[config.mk]
export PLATFORM = sky130hd
export DESIGN_NAME = rst_escalator
export DESIGN_NICKNAME = d
export VERILOG_FILES = /design/src/rtl/rstesc_pkg.sv /design/src/rtl/rstesc_rise.sv /design/src/rtl/rstesc_sticky.sv /design/src/rtl/rstesc_engine.sv /design/src/rtl/rst_escalator.sv
export SDC_FILE = /design/constraint.sdc
export NUM_CORES = 1
export LEC_CHECK = 0
export CAP_MARGIN = 20
export CORE_MARGIN = 2
export CORE_UTILIZATION = 48
export DETAILED_ROUTE_END_ITERATION = 7
export PLACE_DENSITY_LB_ADDON = 0.08
export SLEW_MARGIN = 20
export SYNTH_ARGS = -nofsm -noshare
export SYNTH_HDL_FRONTEND = slang
export SYNTH_SLANG_ARGS = --single-unit
[constraint.sdc]
create_clock -name clk -period 4.8 [get_ports clk]
set_input_delay 0.72 -clock clk [delete_from_list [all_inputs] [get_ports clk]]
set_output_delay 0.72 -clock clk [all_outputs]
set_load 0.03 [all_outputs]
[src/rtl/rstesc_pkg.sv]
package rstesc_pkg;
  localparam int CNT_W = 4;
  localparam logic [CNT_W-1:0] CNT_MAX = '1;

  localparam logic [7:0] OFS_DSTAT = 8'h00;
  localparam logic [7:0] OFS_FSTAT = 8'h08;
  localparam logic [7:0] OFS_MASK  = 8'h0C;
  localparam logic [7:0] OFS_FCNT  = 8'h14;
  localparam logic [7:0] OFS_FTHR  = 8'h18;
  localparam logic [7:0] OFS_DTHR  = 8'h1C;

  function automatic logic [CNT_W-1:0] sat_inc(input logic [CNT_W-1:0] v);
    return (v == CNT_MAX) ? v : v + 1'b1;
  endfunction
endpackage

[src/rtl/rstesc_rise.sv]
module rstesc_rise #(
  parameter int W = 4
) (
  input  logic         clk,
  input  logic         por_n,
  input  logic [W-1:0] lvl_i,
  output logic [W-1:0] rise_o
);
  logic [W-1:0] lvl_q;

  for (genvar i = 0; i < W; i++) begin : g_bit
    always_ff @(posedge clk or negedge por_n) begin
      if (!por_n) lvl_q[i] <= 1'b0;
      else        lvl_q[i] <= lvl_i[i];
    end
    assign rise_o[i] = lvl_i[i] & ~lvl_q[i];
  end
endmodule

[src/rtl/rstesc_sticky.sv]
module rstesc_sticky #(
  parameter int W = 4,
  parameter logic [W-1:0] RST_VAL = '0
) (
  input  logic         clk,
  input  logic         por_n,
  input  logic [W-1:0] set_i,
  input  logic [W-1:0] src_i,
  input  logic [W-1:0] clr_i,
  output logic [W-1:0] stat_o
);
  logic [W-1:0] clr_ok;
  assign clr_ok = clr_i & ~src_i;

  always_ff @(posedge clk or negedge por_n) begin
    if (!por_n) stat_o <= RST_VAL;
    else        stat_o <= (stat_o & ~clr_ok) | set_i;
  end
endmodule

[src/rtl/rstesc_engine.sv]
module rstesc_engine
  import rstesc_pkg::*;
(
  input  logic             clk,
  input  logic             por_n,
  input  logic             fire_f,
  input  logic             fire_d,
  input  logic [CNT_W-1:0] fthr_i,
  input  logic [CNT_W-1:0] dthr_i,
  output logic             func_pulse_o,
  output logic             dest_pulse_o,
  output logic             lock_o,
  output logic             dest_now_o,
  output logic             promote_o,
  output logic [CNT_W-1:0] fcnt_o
);
  logic [CNT_W-1:0] fcnt_q, dcnt_q;
  logic             func_q, dest_q, lock_q;
  logic             f_over, d_over, do_func, do_dest, promote;

  always_comb begin
    f_over  = (fthr_i != '0) && (fcnt_q >= fthr_i);
    d_over  = (dthr_i != '0) && (dcnt_q >= dthr_i);
    promote = !lock_q && fire_f && !fire_d && f_over;
    do_dest = !lock_q && (fire_d || promote);
    do_func = !lock_q && fire_f && !fire_d && !f_over;
  end

  always_ff @(posedge clk or negedge por_n) begin
    if (!por_n) begin
      fcnt_q <= '0;
      dcnt_q <= '0;
      func_q <= 1'b0;
      dest_q <= 1'b0;
      lock_q <= 1'b0;
    end else begin
      func_q <= do_func;
      dest_q <= do_dest;
      if (do_dest) begin
        fcnt_q <= '0;
        dcnt_q <= sat_inc(dcnt_q);
        if (d_over) lock_q <= 1'b1;
      end else if (do_func) begin
        fcnt_q <= sat_inc(fcnt_q);
      end
    end
  end

  assign func_pulse_o = func_q;
  assign dest_pulse_o = dest_q;
  assign lock_o       = lock_q;
  assign dest_now_o   = do_dest;
  assign promote_o    = promote;
  assign fcnt_o       = fcnt_q;
endmodule

[src/rtl/rst_escalator.sv]
module rst_escalator
  import rstesc_pkg::*;
#(
  parameter int NF = 4,
  parameter int ND = 3,
  parameter int AW = 8,
  parameter int DW = 32
) (
  input  logic          clk,
  input  logic          por_n,
  input  logic [NF-1:0] func_evt,
  input  logic [ND-1:0] dest_evt,
  input  logic          bus_wr,
  input  logic [AW-1:0] bus_addr,
  input  logic [DW-1:0] bus_wdata,
  output logic [DW-1:0] bus_rdata,
  output logic          func_rst,
  output logic          dest_rst,
  output logic          irq
);
  localparam int DSW = ND + 2;

  logic [NF-1:0]    f_rise, fstat, fmask_q;
  logic [ND-1:0]    d_rise;
  logic [DSW-1:0]   dstat;
  logic [CNT_W-1:0] fthr_q, dthr_q, fcnt_w;
  logic             fire_f, fire_d, func_w, dest_pulse_w, lock_w, dest_now_w, promote_w;
  logic             wr_dstat, wr_fstat, wr_mask, wr_fthr, wr_dthr;
  logic [DW-1:0]    unused_wdata;

  assign unused_wdata = bus_wdata;

  assign wr_dstat = bus_wr && (bus_addr == AW'(OFS_DSTAT));
  assign wr_fstat = bus_wr && (bus_addr == AW'(OFS_FSTAT));
  assign wr_mask  = bus_wr && (bus_addr == AW'(OFS_MASK));
  assign wr_fthr  = bus_wr && (bus_addr == AW'(OFS_FTHR));
  assign wr_dthr  = bus_wr && (bus_addr == AW'(OFS_DTHR));

  rstesc_rise #(.W(NF)) u_frise (.clk(clk), .por_n(por_n), .lvl_i(func_evt), .rise_o(f_rise));
  rstesc_rise #(.W(ND)) u_drise (.clk(clk), .por_n(por_n), .lvl_i(dest_evt), .rise_o(d_rise));

  assign fire_f = |(f_rise & ~fmask_q);
  assign fire_d = |d_rise;

  rstesc_sticky #(.W(NF), .RST_VAL('0)) u_fstat (
    .clk(clk), .por_n(por_n),
    .set_i(func_evt), .src_i(func_evt),
    .clr_i(wr_fstat ? bus_wdata[NF-1:0] : '0),
    .stat_o(fstat)
  );

  rstesc_sticky #(.W(DSW), .RST_VAL(DSW'(1))) u_dstat (
    .clk(clk), .por_n(por_n),
    .set_i({promote_w, dest_evt, 1'b0}),
    .src_i({1'b0, dest_evt, 1'b0}),
    .clr_i(wr_dstat ? bus_wdata[DSW-1:0] : '0),
    .stat_o(dstat)
  );

  rstesc_engine u_eng (
    .clk(clk), .por_n(por_n),
    .fire_f(fire_f), .fire_d(fire_d),
    .fthr_i(fthr_q), .dthr_i(dthr_q),
    .func_pulse_o(func_w), .dest_pulse_o(dest_pulse_w), .lock_o(lock_w),
    .dest_now_o(dest_now_w), .promote_o(promote_w), .fcnt_o(fcnt_w)
  );

  always_ff @(posedge clk or negedge por_n) begin
    if (!por_n) begin
      fthr_q  <= CNT_MAX;
      dthr_q  <= '0;
      fmask_q <= '0;
    end else begin
      if (dest_now_w)   fthr_q  <= CNT_MAX;
      else if (wr_fthr) fthr_q  <= bus_wdata[CNT_W-1:0];
      if (wr_dthr)      dthr_q  <= bus_wdata[CNT_W-1:0];
      if (wr_mask)      fmask_q <= bus_wdata[NF-1:0];
    end
  end

  always_comb begin
    bus_rdata = '0;
    case (bus_addr)
      AW'(OFS_DSTAT): bus_rdata = DW'(dstat);
      AW'(OFS_FSTAT): bus_rdata = DW'(fstat);
      AW'(OFS_MASK):  bus_rdata = DW'(fmask_q);
      AW'(OFS_FCNT):  bus_rdata = DW'(fcnt_w);
      AW'(OFS_FTHR):  bus_rdata = DW'(fthr_q);
      AW'(OFS_DTHR):  bus_rdata = DW'(dthr_q);
      default:        bus_rdata = '0;
    endcase
  end

  assign func_rst = func_w;
  assign dest_rst = dest_pulse_w | lock_w;
  assign irq      = |(fstat & fmask_q);
endmodule

==> results by group, run 1 <==
Outcome
  – Status: complete, no violations

Clock network
  – Clock tree from TritonCTS: yes
  – Clock buffers created by TritonCTS: 5
  – CTS HTree Levels: 2
  – Sink Count: 39
  – Register clock-pin slew on the reported worst setup and hold paths: around 0.08 ns
  – Insertion delay to the later sink of the worst-skew pair: 0.30 ns
  – Clk root buf: clkbuf_8
  – Post-CTS Hold Fix Bufs: 0
  – Buffers from clock root to sink, at most: 2
  – # resized after CTS: 0
  – Count of buffers added by post-CTS timing repair for setup: 0

GRT
  – Overall track demand over capacity in global routing: around a fifth
  – Met3 Usage GRT: 3.79%
  – Number of antenna violations at the first check in global routing: 0
  – Number of global-route vias before repair: roughly 1,700
  – GR met1 Demand/Resource: 29.6%
  – Routing layer with the top usage in global route: met2
  – Met2 usage: between 30% and 40%
  – Global-route wire length before repair: approximately 8600 µm
  – Residual overflow from global routing: 0
  – Largest net degree at the start of global routing: 40

Power and ir drop
  – LEAKAGE: between 1 and 1.5 nW
  – Largest vdd supply drop: between 100 and 150 µV
  – Power Density: about 270 mW/mm²

Placement
  – Number of cells in the design after placement: approximately 320
  – Worst-case setup slack after placement: 1.20 ns
  – Final RePlAce weighted congestion: 0.825
  – Count of input and output buffers: 30
  – Estimated wirelength of the detail-placed design: 3850 µm

Detailed routing
  – Routed wire per std cell: about 16 µm
  – Number of remaining DRC errors: 0
  – Sum of routed wire length over all layers: 5250 µm
  – First DRT Iteration DRCs: about 130
  – Post-DRT Antenna Nets: 0
  – Detailed-routing iteration count for the pre-antenna-repair pass: 6
  – Mean number of vias per cell: roughly 5.5
  – Via count: approximately 1,800

STA
  – Setup repair after global routing missed its margin: false
  – Period utilization: 75.2%
  – Worst relative slew slack: a little over two fifths
  – Number of failing setup endpoints in the final timing report: 0
  – Final Max Slew Viols: 0
  – Clock period minus worst slack: 3.61 ns
  – Hold violation total from the final report: 0
  – Fin Hold WS: 0.488 ns
  – Setup Skew: between 0.006 and 0.007 ns
  – Final setup TNS: 0 ns
  – Worst path setup slack after routing: between 1 and 1.5 ns
  – Maximum clock frequency: roughly 280 MHz
  – Transition time of the tightest slew-check pin: ~0.86 ns

Critical path
  – CP required: about 4.1 ns
  – Worst path arrival time: between 2 and 3 ns
  – Crit-path max FO: 9
  – Worst r2r path cells: 8
  – Crit start category: input pin
  – Critical Setup Path Class: in2out
  – Nature of the critical path endpoint: output pin

Floorplanning
  – Cell Rows: 25
  – Die area: between 0.005 and 0.006 mm²
  – Horizontal die dimension: about 74 µm
  – Die outline height: around 74 µm
  – Initial core utilization: 49.9%
  – Core box area: about 0.0047 mm²
  – I/O pin total: between 80 and 90

Synth
  – Synthesized instance count: 229
  – Cell area after technology mapping: about 0.0024 mm²
  – Mean area per synthesized cell: 10.3 µm²
  – Register bit count reported by yosys: 39
  – Dominant register cell in the synthesized netlist: dfrtp_1
  – Fraction of the yosys area taken by sequential cells: between 40% and 50%
  – Fraction of synthesis flops using an asynchronous set or reset pin: 100%
  – Number of library cell types mapped by synthesis: 50
  – Number of warnings issued by yosys: 0
  – Number of enable flip-flop cells after synthesis: 0

Layout
  – Post-layout instance count excluding filler cells: 330
  – Layout Area Growth over Synthesis: 15.9%
  – Ant diodes: 0
  – Proportion of layout cells with a drive suffix above 1: between 10% and 20%
  – # nets final: between 300 and 400

Job
  – Max-cap violations: 0

Worst hold path
  – Number of stages on the worst hold path: 1
  – Min-Delay Path Class: reg2reg
[path summary, 6_finish.rpt]
path                       slack (ns)         startpoint           endpoint
setup / recovery                 1.19        bus_addr[2]       bus_rdata[3]
hold / removal                   0.49  u_dstat.stat_o[0]  u_dstat.stat_o[0]
setup reg to reg                 2.49    u_eng.fcnt_o[0]    u_eng.dcnt_q[2]
hold reg to reg                  0.49  u_dstat.stat_o[0]  u_dstat.stat_o[0]
max in group asynchronous        3.72              por_n  u_dstat.stat_o[1]
min in group asynchronous        0.53              por_n  u_fstat.stat_o[0]
[cell families (layout without fill, tap and decap cells)]
logic type / after synthesis / in the layout / synth area share [%]
other: 1 / 27 / 0.159
AND/OR/NAND/NOR: 69 / 69 / 16.5
multiplexers: 13 / 13 / 8.07
adder cells (fa/ha/maj): 10 / 10 / 5.31
AO/OA/AOI/OAI: 54 / 54 / 17.2
buffers and inverters: 43 / 51 / 11.2
flip-flops: 39 / 39 / 41.7
[critical path, cell delays in order]
cell	delay (ns)
clkdlybuf4s50_1	0.64
nor2_1	0.42
a22oi_1	0.15
nor2_1	0.11
a21oi_1	0.05
nor2_1	0.12
clkdlybuf4s50_1	0.68
[routing by layer]
metal	share of wire [%]	up-vias
li1	-	839
met1	46	899
met2	46	71
met3	5.0	11
met4	2.4	0
met5	0	-
[metrics by stage]
stage               power, W  area [µm²]  utilization [%]
floorplan           0.000443        2450                -
global placement    0.000468        2620             55.4
detailed placement  0.000469        2620             55.4
CTS                 0.000751        2730             57.8
global route        0.000773        2730             57.8
finish              0.000745        2730             57.8
[final cells by class]
cell class,count,area [µm²]
fillers,444,1990
multi-input cells,173,1210
flip-flops and latches,39,982
repair buffers,30,295
well taps,67,83.8
clock buffers,5,68.8
inverters,13,48.8
clock inverters,3,43.8
[cells in the mapped netlist, types with 4 or more instances]
cell type,n,area share [%]
o21ai_0,7,1.5
nor2_1,15,2.4
nand2_1,18,2.9
mux4_2,4,3.8
mux2_2,8,3.8
a21oi_1,11,2.3
nand3_1,7,1.5
nand2b_1,4,1.1
inv_1,12,1.9
dfstp_2,5,5.6
ha_1,10,5.3
nand4_1,4,1.1
dfrtp_1,34,36
a21o_1,10,3.2
a22oi_1,7,2.2
buf_4,27,8.6
[registers in the layout (all words and copies together) (netlist names)]
signal	cells
fthr_q	4
u_eng.func_pulse_o	1
u_eng.dest_pulse_o	1
u_eng.lock_o	1
u_eng.fcnt_o	4
dthr_q	4
u_dstat.stat_o	5
u_eng.dcnt_q	4
u_drise.lvl_q	3
u_frise.lvl_q	4
fmask_q	4
u_fstat.stat_o	4
[power breakdown]
group          leakage, nW  total, W  switching (W)  internal (W)
combinational        0.652  0.000116      0.0000737     0.0000424
clock               0.0581  0.000282       0.000127      0.000155
sequential           0.458  0.000348     0.00000782      0.000340
total                 1.17  0.000745       0.000208      0.000537
[layout by cell type, fill, tap and decap left out, types with 2 or more instances in the layout]
| master | Yosys | routed |
|---|---|---|
| nand2b_1 | 4 | 4 |
| and3_1 | 2 | 2 |
| inv_1 | 12 | 12 |
| dfstp_2 | 5 | 5 |
| ha_1 | 10 | 10 |
| nor2_1 | 15 | 15 |
| conb_1 | 1 | 27 |
| a21o_1 | 10 | 10 |
| mux4_2 | 4 | 4 |
| nand4_1 | 4 | 4 |
| clkdlybuf4s50_1 | 0 | 29 |
| and2_1 | 2 | 2 |
| o21ai_0 | 7 | 7 |
| o211ai_1 | 3 | 3 |
| and4b_1 | 2 | 2 |
| mux2_2 | 8 | 8 |
| a32oi_1 | 2 | 2 |
| a21oi_1 | 11 | 11 |
| nand2_1 | 18 | 18 |
| a22oi_1 | 7 | 7 |
| dfrtp_1 | 34 | 34 |
| nor4_1 | 3 | 3 |
| clkbuf_8 | 0 | 5 |
| nand3_1 | 7 | 7 |
| nor2b_1 | 3 | 3 |
Note: power is estimated with default switching activity, not from simulation.
==> run 2: changes to the inputs <==
Settings changed: CORE_UTILIZATION 48 to 41.
Clock period 4.8 ns to 3.07 ns, I/O delays scaled along.
==> run 2 against run 1 <==
Compared with the run above:
- cell count rose by 3.0%
- critical endpoint is now bus_rdata[2]
- highest routed layer unchanged
- clock-buffer cell count did not move
- clock skew rose by 0.0027 ns
- sequential share of layout area fell by 0.93 points
- global-route usage fell by 3.7 points
- sequential power rose by 56%
- total power rose by 67%
==> results by group, run 2 (synthesis gave the netlist of run 1 again) <==
Clock network
  – Insertion delay to the later sink of the worst-skew pair: 0.30 ns (about the same)
  – Post-CTS Hold Fix Bufs: 0 (unchanged)
  – # resized after CTS: 0 (unchanged)
  – Clock buffers created by TritonCTS: 5 (unchanged)
  – Clock tree from TritonCTS: yes
  – Buffers from clock root to sink, at most: 2 (unchanged)
  – CTS HTree Levels: 2 (unchanged)
  – Register clock-pin slew on the reported worst setup and hold paths: 0.09 ns (about the same)
  – Count of buffers added by post-CTS timing repair for setup: 0 (unchanged)
  – Clk root buf: clkbuf_8
  – Sink Count: 39 (unchanged)

Detailed routing
  – Mean number of vias per cell: 5.20 (-5.7%)
  – Post-DRT Antenna Nets: 0 (unchanged)
  – Sum of routed wire length over all layers: 5210 µm (-0.72%)
  – First DRT Iteration DRCs: 93 (-26%)
  – Routed wire per std cell: 15.3 µm (-3.6%)
  – Number of remaining DRC errors: 0 (unchanged)
  – Via count: 1,768 (-2.9%)
  – Detailed-routing iteration count for the pre-antenna-repair pass: 4 (-2)

Critical path
  – CP required: 2.61 ns (-1.47 ns)
  – Crit-path max FO: 3 (-6)
  – Capturing point of the worst reg2reg path: u_eng.fcnt_o[3]
  – Worst path arrival time: 2.43 ns (-0.46 ns)
  – Startpoint of the worst-slack reg-to-reg timing path: fthr_q[0]
  – Worst r2r path cells: 6 (-2)
  – Reg-to-reg slack, setup: 0.77 ns (-1.72 ns)
  – Critical Setup Path Class: in2out
  – Crit start category: input pin
  – CP Capture Point: bus_rdata[2]
  – Nature of the critical path endpoint: output pin
  – First element of the critical path: bus_addr[2]

STA
  – Period utilization: a little over nine tenths
  – Maximum clock frequency: between 300 and 400 MHz
  – Final setup TNS: 0 ns (unchanged)
  – Hold violation total from the final report: 0 (unchanged)
  – Setup Skew: 0.00931 ns (+0.00265 ns)
  – Setup repair after global routing missed its margin: false
  – Clock period minus worst slack: ~2.9 ns
  – Final Max Slew Viols: 0 (unchanged)
  – Transition time of the tightest slew-check pin: 0.882 ns (+0.0179 ns)
  – Number of failing setup endpoints in the final timing report: 0 (unchanged)
  – Worst relative slew slack: 41.2% (-1.2 points)

Layout
  – Register ranked first by flip-flop count: u_dstat.stat_o
  – Ant diodes: 0 (unchanged)
  – Number of flip-flops in the largest register: 5 (unchanged)
  – Most frequent standard cell in the layout excluding fill and tap cells: dfrtp_1
  – Fillers: 530 (+19%)
  – Multi-input combinational cell area: 0.00121 mm² (+0.21%)
  – Final Core Density: 50.6% (-7.2 points)
  – Layout Area Growth over Synthesis: 19.0%
  – Total area of sequential cells: 982 µm² (unchanged)
  – Proportion of layout cells with a drive suffix above 1: 17.2% (+2.0 points)
  – # nets final: 327 (+1.6%)
  – Commonest cells after routing, fill and taps aside: dfrtp_1 (34), clkdlybuf4s50_1 (28), conb_1 (27)
  – Final design instance area without fill: 0.00280 mm² (+2.7%)

GRT
  – Number of global-route vias before repair: 1,633 (-3.7%)
  – Largest net degree at the start of global routing: 40 (unchanged)
  – Number of antenna violations at the first check in global routing: 0 (unchanged)
  – Global-route wire length before repair: 8370 µm (-2.8%)
  – Residual overflow from global routing: 0 (unchanged)
  – Overall track demand over capacity in global routing: 17.6% (-3.7 points)

Power and ir drop
  – Power Density: 444 mW/mm² (+63%)
  – Largest vdd supply drop: 237 µV (+87%)
  – Total power consumption of the routed design: 0.00125 W (+67%)
  – LEAKAGE: 1.21 nW (+3.5%)

Floorplanning
  – Die outline height: 79.8 µm (+7.8%)
  – Core box area: 0.00554 mm² (+17%)
  – Initial core utilization: 42.5% (-7.4 points)
  – Cell Rows: 27 (+8.0%)
  – Horizontal die dimension: 79.8 µm (+7.8%)
  – Die area: 0.00637 mm² (+16%)
  – I/O pin total: 85 (unchanged)

Outcome
  – Status: complete, no violations

Placement
  – Count of input and output buffers: 30 (unchanged)
  – Estimated wirelength of the detail-placed design: 3950 µm (+2.5%)
  – Final RePlAce weighted congestion: 0.747 (-9.5%)
  – Placement-stage cell area: 0.00266 mm² (+1.7%)

Worst hold path
  – Min-Delay Path Class: in2async

Job
  – Max-cap violations: 0 (unchanged)
## run 2: per-layer routing
| layer | track usage, % | vias to the layer above | share of wire, % |
|---|---|---|---|
| li1 | - | 855 | - |
| met1 | 24.2 | 854 | 47 |
| met2 | 28.2 | 54 | 47 |
| met3 | 3.39 | 5 | 5.4 |
| met4 | 5.08 | 0 | 1.1 |
| met5 | 0 | - | 0 |
## run 2: final cells by class
class	count	area share, %
Clock inverter	3	2.41
Tap cell	72	3.21
Multi-Input combinational cell	173	43.2
Clock buffer	5	2.45
Sequential cell	39	35.0
Inverter	13	1.74
Timing Repair Buffer	35	12.0
## run 2: how the worst min path moves through the flow
| stage | start | end | slack (ns) | depth (start not counted) |
|---|---|---|---|---|
| after global routing | por_n | u_frise.lvl_q[0] | 0.34 | 1 |
| final | por_n | u_frise.lvl_q[0] | 0.27 | 1 |
| after CTS | por_n | u_frise.lvl_q[0] | 0.32 | 1 |
| after detailed placement | u_dstat.stat_o[3] | u_dstat.stat_o[3] | 0.47 | 1 |
| after global placement | u_dstat.stat_o[1] | u_dstat.stat_o[1] | 0.47 | 1 |
| after floorplan | por_n | dthr_q[0] | 0.16 | 0 |
## run 2: report_power, final
part	switching (W)	internal, W	leakage (nW)
sequential	0.0000123	0.000531	0.458
combinational	0.000115	0.0000685	0.686
clock	0.000194	0.000324	0.0644
## run 2: worst max-delay path: stages
cell and delay (ns):
clkdlybuf4s50_1 0.49, buf_4 0.14, mux4_2 0.52, a21oi_1 0.16
nor2_1 0.06, clkdlybuf4s50_1 0.60
## run 2: through the flow
stage	instances	hold slack, ns	worst slack, ns
after floorplan	255	0.165	0.925
after global placement	332	0.468	0.0648
after detailed placement	332	0.469	0.0748
after CTS	340	0.316	0.0608
after global routing	340	0.344	0.110
final	340	0.268	0.182
